## src/rtl/shseg_pkg.sv

```systemverilog
package shseg_pkg;

    // 2-bit routing code per 16 KB slice: bit 1 = read internal, bit 0 = write internal
    typedef enum logic [1:0] {
        CODE_EXT_ALL = 2'b00,
        CODE_WR_INT  = 2'b01,
        CODE_RD_INT  = 2'b10,
        CODE_INT_ALL = 2'b11
    } seg_code_e;

    function automatic logic code_to_route(input seg_code_e code, input logic is_write);
        logic r;
        unique case (code)
            CODE_EXT_ALL: r = 1'b0;
            CODE_WR_INT:  r = is_write;
            CODE_RD_INT:  r = !is_write;
            CODE_INT_ALL: r = 1'b1;
            default:      r = 1'b0;
        endcase
        return r;
    endfunction

endpackage

```

## src/rtl/shseg_regbank.sv

```systemverilog
module shseg_regbank #(
    parameter int NUM_REGS = 6,
    parameter int REG_W    = 8,
    parameter int SEL_W    = 3
) (
    input  logic                      clk,
    input  logic                      rst_n,
    input  logic                      cfg_we,
    input  logic [SEL_W-1:0]          cfg_sel,
    input  logic [REG_W-1:0]          cfg_wdata,
    output logic [NUM_REGS*REG_W-1:0] cfg_flat
);

    for (genvar k = 0; k < NUM_REGS; k++) begin : g_reg
        logic [REG_W-1:0] ctl_q;

        always_ff @(posedge clk or negedge rst_n) begin
            if (!rst_n) begin
                ctl_q <= '0;
            end else if (cfg_we && (int'(cfg_sel) == k)) begin
                ctl_q <= cfg_wdata;
            end
        end

        assign cfg_flat[k*REG_W +: REG_W] = ctl_q;
    end

endmodule

```

## src/rtl/shseg_decode.sv

```systemverilog
module shseg_decode #(
    parameter int          ADDR_W   = 24,
    parameter int unsigned WIN_BASE = 32'h000A_0000,
    parameter int          SEG_BITS = 14,
    parameter int          NUM_SEGS = 24,
    parameter int          IDX_W    = 5
) (
    input  logic [ADDR_W-1:0] mem_addr,
    output logic              in_win,
    output logic [IDX_W-1:0]  seg_idx
);

    localparam logic [ADDR_W:0] BASE_A = (ADDR_W+1)'(WIN_BASE);
    localparam logic [ADDR_W:0] END_A  = (ADDR_W+1)'(WIN_BASE + (NUM_SEGS << SEG_BITS));

    logic [ADDR_W:0] addr_x;
    logic [ADDR_W:0] offset;

    always_comb begin
        addr_x  = {1'b0, mem_addr};
        offset  = addr_x - BASE_A;
        in_win  = (addr_x >= BASE_A) && (addr_x < END_A);
        seg_idx = offset[SEG_BITS +: IDX_W];
    end

endmodule

```

## src/rtl/shseg_route.sv

```systemverilog
module shseg_route
    import shseg_pkg::*;
#(
    parameter int NUM_SEGS = 24,
    parameter int IDX_W    = 5
) (
    input  logic [2*NUM_SEGS-1:0] cfg_flat,
    input  logic [IDX_W-1:0]      seg_idx,
    input  logic                  in_win,
    input  logic                  mem_write,
    output logic                  route_int
);

    seg_code_e codes [NUM_SEGS];

    for (genvar s = 0; s < NUM_SEGS; s++) begin : g_code
        assign codes[s] = seg_code_e'(cfg_flat[2*s +: 2]);
    end

    seg_code_e sel_code;

    always_comb begin
        sel_code = CODE_EXT_ALL;
        if (int'(seg_idx) < NUM_SEGS) begin
            sel_code = codes[seg_idx];
        end
        route_int = in_win && code_to_route(sel_code, mem_write);
    end

endmodule

```

## src/rtl/shseg_summary.sv

```systemverilog
module shseg_summary #(
    parameter int NUM_SEGS  = 24,
    parameter int FIRST_SEG = 16
) (
    input  logic [2*NUM_SEGS-1:0] cfg_flat,
    output logic                  bios_rd,
    output logic                  bios_wr
);

    logic [NUM_SEGS-1:0] rd_bits;
    logic [NUM_SEGS-1:0] wr_bits;

    for (genvar s = 0; s < NUM_SEGS; s++) begin : g_bit
        if (s >= FIRST_SEG) begin : g_hi
            assign rd_bits[s] = cfg_flat[2*s+1];
            assign wr_bits[s] = cfg_flat[2*s];
        end else begin : g_lo
            assign rd_bits[s] = 1'b0;
            assign wr_bits[s] = 1'b0;
        end
    end

    assign bios_rd = |rd_bits;
    assign bios_wr = |wr_bits;

endmodule

```

## src/rtl/shadow_seg_router.sv

```systemverilog
module shadow_seg_router #(
    parameter int          ADDR_W    = 24,
    parameter int          NUM_REGS  = 6,
    parameter int          FIELDS    = 4,
    parameter int          SEG_BITS  = 14,
    parameter int unsigned WIN_BASE  = 32'h000A_0000,
    parameter int unsigned BIOS_BASE = 32'h000E_0000,
    localparam int         REG_W     = 2 * FIELDS,
    localparam int         SEL_W     = $clog2(NUM_REGS),
    localparam int         NUM_SEGS  = NUM_REGS * FIELDS,
    localparam int         IDX_W     = $clog2(NUM_SEGS),
    localparam int         BIOS_SEG  = int'((BIOS_BASE - WIN_BASE) >> SEG_BITS),
    localparam int         BIOS_REG  = BIOS_SEG / FIELDS
) (
    input  logic              clk,
    input  logic              rst_n,
    input  logic              cfg_we,
    input  logic [SEL_W-1:0]  cfg_sel,
    input  logic [REG_W-1:0]  cfg_wdata,
    input  logic [ADDR_W-1:0] mem_addr,
    input  logic              mem_write,
    output logic              in_range,
    output logic              route_int,
    output logic              bios_rd_shadow,
    output logic              bios_wr_shadow
);

    logic [NUM_REGS*REG_W-1:0] cfg_flat;
    logic [IDX_W-1:0]          seg_idx;

    shseg_regbank #(
        .NUM_REGS (NUM_REGS),
        .REG_W    (REG_W),
        .SEL_W    (SEL_W)
    ) u_regbank (
        .clk       (clk),
        .rst_n     (rst_n),
        .cfg_we    (cfg_we),
        .cfg_sel   (cfg_sel),
        .cfg_wdata (cfg_wdata),
        .cfg_flat  (cfg_flat)
    );

    shseg_decode #(
        .ADDR_W   (ADDR_W),
        .WIN_BASE (WIN_BASE),
        .SEG_BITS (SEG_BITS),
        .NUM_SEGS (NUM_SEGS),
        .IDX_W    (IDX_W)
    ) u_decode (
        .mem_addr (mem_addr),
        .in_win   (in_range),
        .seg_idx  (seg_idx)
    );

    shseg_route #(
        .NUM_SEGS (NUM_SEGS),
        .IDX_W    (IDX_W)
    ) u_route (
        .cfg_flat  (cfg_flat),
        .seg_idx   (seg_idx),
        .in_win    (in_range),
        .mem_write (mem_write),
        .route_int (route_int)
    );

    shseg_summary #(
        .NUM_SEGS  (NUM_SEGS),
        .FIRST_SEG (BIOS_SEG)
    ) u_summary (
        .cfg_flat (cfg_flat),
        .bios_rd  (bios_rd_shadow),
        .bios_wr  (bios_wr_shadow)
    );

endmodule

```

## config.mk

```make
export PLATFORM = sky130hd
export DESIGN_NAME = shadow_seg_router
export DESIGN_NICKNAME = d
export VERILOG_FILES = /design/src/rtl/shseg_pkg.sv /design/src/rtl/shseg_regbank.sv /design/src/rtl/shseg_decode.sv /design/src/rtl/shseg_route.sv /design/src/rtl/shseg_summary.sv /design/src/rtl/shadow_seg_router.sv
export SDC_FILE = /design/constraint.sdc
export NUM_CORES = 1
export LEC_CHECK = 0
export BUFFER_PORTS_ARGS = -buffer_cell sky130_fd_sc_hd__clkbuf_2
export CAP_MARGIN = 20
export CORE_MARGIN = 2
export CORE_UTILIZATION = 50
export CTS_BUF_LIST = sky130_fd_sc_hd__clkbuf_8
export CTS_CLUSTER_SIZE = 40
export DETAILED_ROUTE_END_ITERATION = 10
export PLACE_DENSITY_LB_ADDON = 0.05
export SYNTH_ARGS = -nofsm -noshare
export SYNTH_HDL_FRONTEND = slang
export SYNTH_SLANG_ARGS = --single-unit
export TNS_END_PERCENT = 50
```

## constraint.sdc

```tcl
create_clock -name clk -period 3 [get_ports clk]
set_input_delay 0.9 -clock clk [delete_from_list [all_inputs] [get_ports clk]]
set_output_delay 0.9 -clock clk [all_outputs]
set_load 0.01 [all_outputs]
```

==> Yosys cells after proc, flatten, opt, wreduce, memory -nomap -nowiden <==
Cells that the tools add are included.
{ "classes": {"n_mul": 0, "shifts": 0, "eq_ne": 8, "div_mod_pow": 0, "reduce_logical": 13, "bitwise": 1, "add_sub_neg": 1, "muxes": 5, "order_cmp": 4} }
{ "op_table": {"columns": ["cell", "count"], "rows": [
  ["greater-or-equal comparator 24 x 20 -> 1 bit, second input constant", 1],
  ["< comparator 24 x 21 -> 1 bit, second input constant", 1],
  ["subtractor 19 x 18 -> 19 bit, second input constant", 1],
  ["OR reduction 8 bit", 2],
  ["== test 3 bit, second input constant", 4],
  ["binary-select mux 2 bit (select 5 bit)", 1],
  ["logical AND 1 bit", 8],
  ["greater-or-equal comparator 6 bit, second input constant", 1],
  ["2-to-1 mux 2 bit", 3],
  ["NOT 5 -> 6 bit", 1],
  ["< comparator 5 bit, second input constant", 1],
  ["== test 2 bit, second input constant", 2],
  ["case mux 1 bit (4 select lines)", 1],
  ["== test 3 x 2 -> 1 bit, second input constant", 1],
  ["logical NOT 3 bit", 1],
  ["== test 2 x 1 -> 1 bit, second input constant", 1],
  ["logical NOT 2 bit", 1],
  ["logical NOT 1 bit", 1]
]} }
{ "word_totals": {"memories": 0, "input_bits": 39, "latch_bits": 0, "elab_cells": 38, "mem_bits_ro": 0, "register_bits": 48, "ramBits": 0} }

==> Logic depth before layout (Yosys ltp) <==
Gate-level depths: netlist (run 1).
{ "depth": {"depth_word": 9, "depth_mapped": 7, "mapped_depth_nobuf": 7} }

==> Cells and area by module <==
A second synthesis (run 1) with hierarchy kept.
{ "hier_totals": {"cells_unflattened": 152, "hier_area_um2": 2377.3} }
{ "modules_own_cells": {"columns": ["mod", "area_per_inst_um2", "instances", "cells_each", "seq_area_each_um2"], "rows": [
  ["shseg_regbank", 1833.0, 1, 106, 1201.2],
  ["shseg_route", 452.9, 1, 32, 0.0],
  ["shseg_decode", 58.8, 1, 8, 0.0],
  ["shseg_summary", 32.5, 1, 6, 0.0]
]} }

==> Least setup slack after synthesis (run 1) <==
Ideal clock, no wire load.
{ "synth_timing": {"path_kind": "input to output", "startpoint": "in mem_addr[18]", "endpoint": "out route_int", "slack_ns": -0.250, "arrival_time_ns": 2.350, "path_stages": 7, "cell_sequence": "inv_1 -> ha_1 -> nor4b_1 -> nand4_1 -> o41ai_2 -> or3b_1 -> o31ai_1"} }
{ "synth_via": {"elab_chain_cells": 9, "elab_cells_between_ends": 16, "cone_classes": "add/sub: 1; order compare: 3; eq/ne: 3; mux: 5; bitwise: 1; reduce/logical: 3"} }
{ "synth_lines": {"columns": ["item", "line", "source"], "rows": [
  ["from (decl)", "shadow_seg_router.sv:20", "input logic [ADDR_W-1:0] mem_addr,"],
  ["subtractor 19 x 18 -> 19 bit", "shseg_decode.sv:21", "offset = addr_x - BASE_A;"],
  ["NOT 5 -> 6 bit (not written as such)", "shseg_route.sv:25", "sel_code = codes[seg_idx];"],
  ["binary-select mux 2 bit (select 5 bit)", "shseg_route.sv:25", null],
  ["2-to-1 mux 2 bit (not written as such) (2 in a row)", "shseg_route.sv:25", null],
  ["2-to-1 mux 2 bit", "shseg_route.sv:24", "if (int'(seg_idx) < NUM_SEGS) begin"],
  ["== test 2 bit (tied with other cells)", "shseg_pkg.sv:13", "unique case (code)"],
  ["case mux 1 bit (4 select lines)", "shseg_pkg.sv:13", null],
  ["logical AND 1 bit (*)", "shseg_route.sv:27", "route_int = in_win && code_to_route(sel_code, mem_write);"],
  ["to (decl)", "shadow_seg_router.sv:23", "output logic route_int,"]
]} }
Mark *: on every way between the ends. The rest lies on a longest branch, timed or not. The select of a mux whose other input is x is not followed.

==> Worst setup path after layout (run 1) <==
{ "layout_timing": {"startpoint": "in mem_addr[15]", "endpoint": "out route_int"} }
Same word-level chain as after synthesis.

==> flow_summary.ini, run 1 <==
[synthesis]
synth_top_family_by_area = multiplexers
synth.yosys.seq_area_share = 0.500
mappedNetlistArea_sq_um = 2400
synth-simple-area-share = 0.0854
share_of_the_synthesized_netlist_area_taken_by_xor_and_xnor_gates = 0
synth_compound_area_frac = 0.0156
yosysUniqueCellTypes = 28
synth.net_count = 202
synthCells = 161
synth.yosys.warnings = 0
muxShareOfSynthArea = 0.366
synth_fa_ha_area_frac = 0.0104
postSynthAreaPerCell_sq_um = 14.9
ys_seq_elements = 48

[power]
power.switching_fraction = 0.253
leakage_nw = 1.27
combPwrFrac = 0.209
p_seq_frac = 0.518
worst_supply_voltage_drop_on_vdd_mv = 0.333
power.switching_mw = 0.427
clock_power_share = 0.273
power.internal_mw = 1.26
p_per_area_nw_per_um2 = 585

[sta]
layout_setup_ws_ns = -0.388
worst_slew_pin_slew_ns = 0.664
timing.max_slew.rel_slack = 0.555
final_period_minus_worst_setup_slack_ns = 3.39
skew_ns = 0
report.final.setup_viol = 1
finalMaxSlewViolations = 0
fmax_ghz = 0.295
final.period_utilization = 1.13
grt_setup_unrepaired = yes
final-hold-violation-count = 0

[critical_path]
timing.critical_path.from_type = primary input
cp_slowest_cell = sky130_fd_sc_hd__mux4_2
slowest_delay_ns = 0.50
worst_r2r_startpoint = u_regbank.g_reg[4].ctl_q[4]$_DFFE_PN0P_
timing.critical_path.fanout_max = 7
crit_required_ns = 2.10
reg2reg_setup_slack_ns = 2.20
arrival_time_worst_endpoint_ns = 2.49
crit_chain = clkbuf_2 -> buf_4 -> mux4_2 -> mux2i_1 -> nand3_1 -> o311ai_2 -> o31ai_4 -> buf_2
setup.worst_path.class = in -> out
crit_path_end_kind = output pin
timing.rr.end = u_regbank.g_reg[4].ctl_q[4]$_DFFE_PN0P_
r2r_cells = 1

[layout]
biggestRegsByFlops = u_regbank.g.ctl_q (48)
final_common_cell = sky130_fd_sc_hd__mux2_2
most-common-layout-cells = sky130_fd_sc_hd__mux2_2 (51), sky130_fd_sc_hd__dfrtp_1 (48), sky130_fd_sc_hd__clkbuf_2 (40)
drive_above_1_share = 0.610
final_nets = 258
antennaDiodeCount = 0
largest_reg_flops = 48
finish.utilization = 0.615
syn2layout_area_growth_pct = 20.2
register_containing_the_most_flip_flops_in_the_final_layout = u_regbank.g.ctl_q
final_cells = 272

[detailed_routing]
initialDrtViolationCount = 39
detail_routed_via_count_per_cell = 5.99
drt-total-wl_um = 5170
final_antenna_net_count = 0
num_vias = 1629
first_pass_iters = 4
route.detailed.drc = 0
per_cell_routed_wire_length_um = 19.0

[clock_network]
cts_tree = yes
clock_insertion_delay_at_the_later_pin_of_the_skew_report_ns = 0.30
cts_sinks = 48
ctsRootBufferMaster = sky130_fd_sc_hd__clkbuf_8
numCtsBuffers = 5
ctsLongestPathBuffers = 2
h-tree-depth = 2
path_clk_slew_ns = 0.08

[global_routing]
grt_remaining_overflow = 0
grtUsageTotal = 0.214
global_route.usage.met3 = 0.0343
use_met2 = 0.355
first_global_vias = 1679
grt_antenna_before_repair = 0
grt_max_degree = 30
globalRouteMet1Util = 0.295
top_usage_layer = met2
grt_first_pass_wirelength_um = 8470

[place]
placement.io_buffers = 42
placedCellCount = 264
dpl_worst_slack_ns = -0.435
gpl.final_weighted_congestion = 0.781
place_hpwl_um = 3980

[status]
failed_checks = setup timing
run_status = finished with violations

[hold_path]
count_of_cells_along_the_worst_hold_path = 1
hold_path.startpoint = u_regbank.g_reg[3].ctl_q[2]$_DFFE_PN0P_
worstHoldEndpoint = u_regbank.g_reg[3].ctl_q[2]$_DFFE_PN0P_
holdCritPathClass = reg -> reg

[die]
initial_core_utilization = 0.512
die_height_um = 73.3
die_width_um = 73.3
std_cell_rows = 25
number_of_top_level_pins = 43
dieArea_sq_um = 5380
core_region_area_sq_um = 4690

[job]
timing.max_cap.violations = 0
-- cell families (layout without fill, tap and decap cells) --
family / count (synthesis) / after routing
AOI/OAI and AO/OA: 4 / 4
muxes: 65 / 65
DFF: 48 / 48
adders and majority gates: 2 / 2
buffers and inverters: 9 / 66
and+or+nand+nor: 33 / 33
-- per-layer routing --
layer  vias to the layer above  wire length (um)
li1                        735                 -
met4                         0                56
met5                         -                 0
met3                         7               312
met1                       828              2260
met2                        59              2540
-- final cells by class --
class / count / area [sq um]
tap: 54 / 67.6
timing repair buffer: 56 / 315
fill: 360 / 1810
clock inverter: 3 / 42.5
sequential: 48 / 1200
clock buffer: 5 / 68.8
multi-input combinational: 104 / 1180
inverter: 2 / 7.51
-- through the flow --
step	power, mW	setup TNS, ns	hold WS [ns]	instance area, sq um
floorplan	1.11	-0.0804	0.474	2450
global placement	1.22	-0.430	0.484	2780
detailed placement	1.24	-0.435	0.487	2780
CTS	1.70	-0.426	0.507	2890
global route	1.78	-0.643	0.528	2890
finish	1.69	-0.388	0.506	2890
-- power by group through the flow --
stage          clock (mW)  sequential [mW]  combinational [mW]
3_5_place_dp            0            0.885               0.357
6_report            0.461            0.875               0.353
3_3_place_gp            0            0.880               0.344
4_1_cts             0.470            0.873               0.359
2_1_floorplan           0            0.853               0.262
5_1_grt             0.500            0.895               0.388
-- how the worst max path moves through the flow --
stage | startpoint | endpoint | slack [ns] | depth (start not counted)
after detailed placement | mem_addr[18] | route_int | -0.43 | 9
after global placement | mem_addr[18] | route_int | -0.43 | 9
final | mem_addr[15] | route_int | -0.39 | 8
after CTS | mem_addr[18] | route_int | -0.43 | 9
after floorplan | mem_addr[18] | route_int | -0.08 | 7
after global routing | mem_addr[18] | route_int | -0.56 | 9
-- cells in the mapped netlist --
| master | count | area [sq um] |
|---|---|---|
| sky130_fd_sc_hd__nor4b_1 | 1 | 8.76 |
| sky130_fd_sc_hd__nor3b_2 | 1 | 12.5 |
| sky130_fd_sc_hd__clkbuf_1 | 3 | 11.3 |
| sky130_fd_sc_hd__nor3_2 | 1 | 10.0 |
| sky130_fd_sc_hd__a21oi_1 | 1 | 5.00 |
| sky130_fd_sc_hd__o41ai_2 | 1 | 16.3 |
| sky130_fd_sc_hd__or4b_1 | 1 | 10.0 |
| sky130_fd_sc_hd__mux4_2 | 8 | 180 |
| sky130_fd_sc_hd__buf_6 | 2 | 22.5 |
| sky130_fd_sc_hd__nor2_1 | 3 | 11.3 |
| sky130_fd_sc_hd__mux2i_1 | 2 | 20.0 |
| sky130_fd_sc_hd__mux4_1 | 4 | 105 |
| sky130_fd_sc_hd__nor2b_1 | 2 | 12.5 |
| sky130_fd_sc_hd__mux2_2 | 51 | 574 |
| sky130_fd_sc_hd__nand2_1 | 7 | 26.3 |
| sky130_fd_sc_hd__o31ai_1 | 1 | 7.51 |
| sky130_fd_sc_hd__nor4_1 | 9 | 56.3 |
| sky130_fd_sc_hd__nand3_1 | 2 | 10.0 |
| sky130_fd_sc_hd__buf_4 | 1 | 7.51 |
| sky130_fd_sc_hd__nand4b_1 | 2 | 17.5 |
| sky130_fd_sc_hd__nand4_1 | 2 | 12.5 |
| sky130_fd_sc_hd__buf_2 | 1 | 5.00 |
| sky130_fd_sc_hd__o311ai_1 | 1 | 8.76 |
| sky130_fd_sc_hd__or3b_1 | 1 | 8.76 |
| sky130_fd_sc_hd__ha_1 | 2 | 25.0 |
| sky130_fd_sc_hd__and3b_1 | 1 | 8.76 |
| sky130_fd_sc_hd__dfrtp_1 | 48 | 1200 |
| sky130_fd_sc_hd__inv_1 | 2 | 7.51 |
-- worst max-delay path: cells and delay by family --
kind	cells	cell delay [ns]
buf+inv	3	0.60
compound gates	2	0.21
mux	2	0.66
simple gates	1	0.11
-- timing repair --
item,4_1_cts,5_1_grt
gates resized for setup,1,2
hold buffers,0,0
setup buffers,0,0
endpoints found under the setup margin,1,2
No activity file was read; power rests on OpenSTA's default activity.
==> run 2: changes to the inputs <==
- BUFFER_PORTS_ARGS: -buffer_cell sky130_fd_sc_hd__clkbuf_2 -> not set
- CAP_MARGIN: 20 -> 30
- DONT_BUFFER_PORTS: not set -> 1
==> run 2 against run 1 <==
Effect of this change: the flow still finishes with violations (setup timing); via count down 14%; sequential power down 1%; cell area down 11%; utilization down 6.7 points; combinational power down 21%; first-iteration DRC count up 26%; clock power down 13%; power down 8.6%; register-to-register slack better by 0.02 ns; clock-buffer cell count up 2; global-route usage down 2.3 points; maximum frequency up 7.6%; critical path type unchanged; critical endpoint unchanged.
==> flow_summary.ini, run 2 (synthesized netlist as in run 1, its figures left out) <==
[place]
place_hpwl_um = 3440
placement.io_buffers = 0
gpl.final_weighted_congestion = 0.697
placedCellCount = 209
dpl_cell_area_sq_um = 2470

[clock_network]
h-tree-depth = 2
cts_sinks = 48
clock_insertion_delay_at_the_later_pin_of_the_skew_report_ns = 0.29
ctsRootBufferMaster = sky130_fd_sc_hd__clkbuf_8
post-cts-setup-buffer-count = 0
path_clk_slew_ns = 0.08
cts_hold_repair.buffers = 0
numCtsBuffers = 5
ctsLongestPathBuffers = 2
cts_tree = yes

[critical_path]
setup.worst_path.class = in -> out
crit_path_end_kind = output pin
timing.critical_path.from_type = primary input
arrival_time_worst_endpoint_ns = 2.25
crit_required_ns = 2.10
reg2reg_setup_slack_ns = 2.22
timing.critical_path.fanout_max = 2

[layout]
most-common-layout-cells = sky130_fd_sc_hd__mux2_2 (51), sky130_fd_sc_hd__dfrtp_1 (48), sky130_fd_sc_hd__nor4_1 (8), sky130_fd_sc_hd__mux4_2 (8), sky130_fd_sc_hd__clkbuf_8 (7)
final_nets = 203
register_containing_the_most_flip_flops_in_the_final_layout = u_regbank.g.ctl_q
final_cells = 216
filler_cell_count = 376
biggestRegsByFlops = u_regbank.g.ctl_q (48)
finish.utilization = 0.548
final_common_cell = sky130_fd_sc_hd__mux2_2
syn2layout_area_growth_pct = 6.98
largest_reg_flops = 48
post-route-cell-area_sq_um = 2570
antennaDiodeCount = 0
drive_above_1_share = 0.481

[power]
leakage_nw = 1.03
worst_supply_voltage_drop_on_vdd_mv = 0.364
p_per_area_nw_per_um2 = 601

[detailed_routing]
drt-total-wl_um = 4760
detail_routed_via_count_per_cell = 6.47
per_cell_routed_wire_length_um = 22.0
final_antenna_net_count = 0
initialDrtViolationCount = 49
first_pass_iters = 4
route.detailed.drc = 0
num_vias = 1397

[sta]
timing.max_slew.rel_slack = 0.528
finalMaxSlewViolations = 0
skew_ns = 0
report.final.setup_viol = 1
layout_setup_ws_ns = -0.150
fmax_ghz = 0.318
final.period_utilization = 1.05
final_tns_setup_ns = -0.150
grt_setup_unrepaired = yes
final-hold-violation-count = 0
worst_slew_pin_slew_ns = 0.704
final_period_minus_worst_setup_slack_ns = 3.15

[hold_path]
holdCritPathClass = in -> async

[global_routing]
grt_antenna_before_repair = 0
grt_max_degree = 49
grtUsageTotal = 0.192
first_global_vias = 1544
grt_first_pass_wirelength_um = 7380
grt_remaining_overflow = 0

[die]
die_height_um = 73.3
initial_core_utilization = 0.512
core_region_area_sq_um = 4690
number_of_top_level_pins = 43
std_cell_rows = 25
die_width_um = 73.3
dieArea_sq_um = 5380

[status]
run_status = finished with violations
failed_checks = setup timing

[job]
timing.max_cap.violations = 0
[run 2: changes by cell type in the layout (fill, tap and decap cells not counted), sizes merged]
cell,delta
clkinv,-1
bufinv,-1
clkbuf,-38
clkinvlp,-1
buf,-15
[run 2: stage by stage]
stage          total power [mW]  hold WS, ns  setup slack [ns]
3_3_place_gp               1.14        0.484            -0.130
6_report                   1.54        0.296            -0.150
3_5_place_dp               1.16        0.488            -0.192
2_1_floorplan              1.11        0.474           -0.0804
4_1_cts                    1.56        0.280            -0.210
5_1_grt                    1.63        0.272            -0.211
[run 2: critical path, stage by stage]
cell,delay (ns)
sky130_fd_sc_hd__inv_2,0.04
sky130_fd_sc_hd__ha_1,0.12
sky130_fd_sc_hd__nor4b_2,0.17
sky130_fd_sc_hd__nand4_1,0.13
sky130_fd_sc_hd__o41ai_2,0.24
sky130_fd_sc_hd__or3b_4,0.43
sky130_fd_sc_hd__o31ai_4,0.22
[run 2: final cells by class]
type                    instances  area (sq um)  area share
clock buffers                   7          96.3      0.0375
inverters                       2          7.51     0.00292
multi-input cells             104          1190       0.463
flip-flops and latches         48          1200       0.467
well taps                      54          67.6      0.0263
repair buffers                  1          7.51     0.00292
[run 2: final timing paths]
kind                                                    startpoint                                 endpoint  cells after the start
setup / recovery                                      mem_addr[18]                                route_int                      7
hold / removal                                               rst_n  u_regbank.g_reg[5].ctl_q[7]$_DFFE_PN0P_                      0
setup reg to reg           u_regbank.g_reg[3].ctl_q[1]$_DFFE_PN0P_  u_regbank.g_reg[3].ctl_q[1]$_DFFE_PN0P_                      1
hold reg to reg            u_regbank.g_reg[1].ctl_q[0]$_DFFE_PN0P_  u_regbank.g_reg[1].ctl_q[0]$_DFFE_PN0P_                      1
max in group asynchronous                                    rst_n  u_regbank.g_reg[0].ctl_q[4]$_DFFE_PN0P_                      0
min in group clk           u_regbank.g_reg[1].ctl_q[0]$_DFFE_PN0P_  u_regbank.g_reg[1].ctl_q[0]$_DFFE_PN0P_                      1
[run 2: per-layer routing]
| metal | vias to the layer above | part of all wire | global-route usage | routed length [um] |
|---|---|---|---|---|
| met5 | - | 0 | 0 | 0 |
| met4 | 0 | 0.026 | 0.0808 | 123 |
| met3 | 11 | 0.065 | 0.0549 | 310 |
| met2 | 52 | 0.49 | 0.325 | 2320 |
| met1 | 712 | 0.42 | 0.229 | 2000 |
| li1 | 622 | - | - | - |
[run 2: report_power, final]
part	total, mW	switching (mW)	internal (mW)
clock	0.401	0.195	0.205
sequential	0.865	0.0763	0.789
combinational	0.278	0.0787	0.199
total	1.54	0.350	1.19
[run 2: repair_timing]
| item | 4_1_cts | 5_1_grt |
|---|---|---|
| gates cloned | 0 | 0 |
| endpoints found under the setup margin | 1 | 1 |
| gates resized for setup | 0 | 2 |
| endpoints found under the hold margin | 0 | 0 |
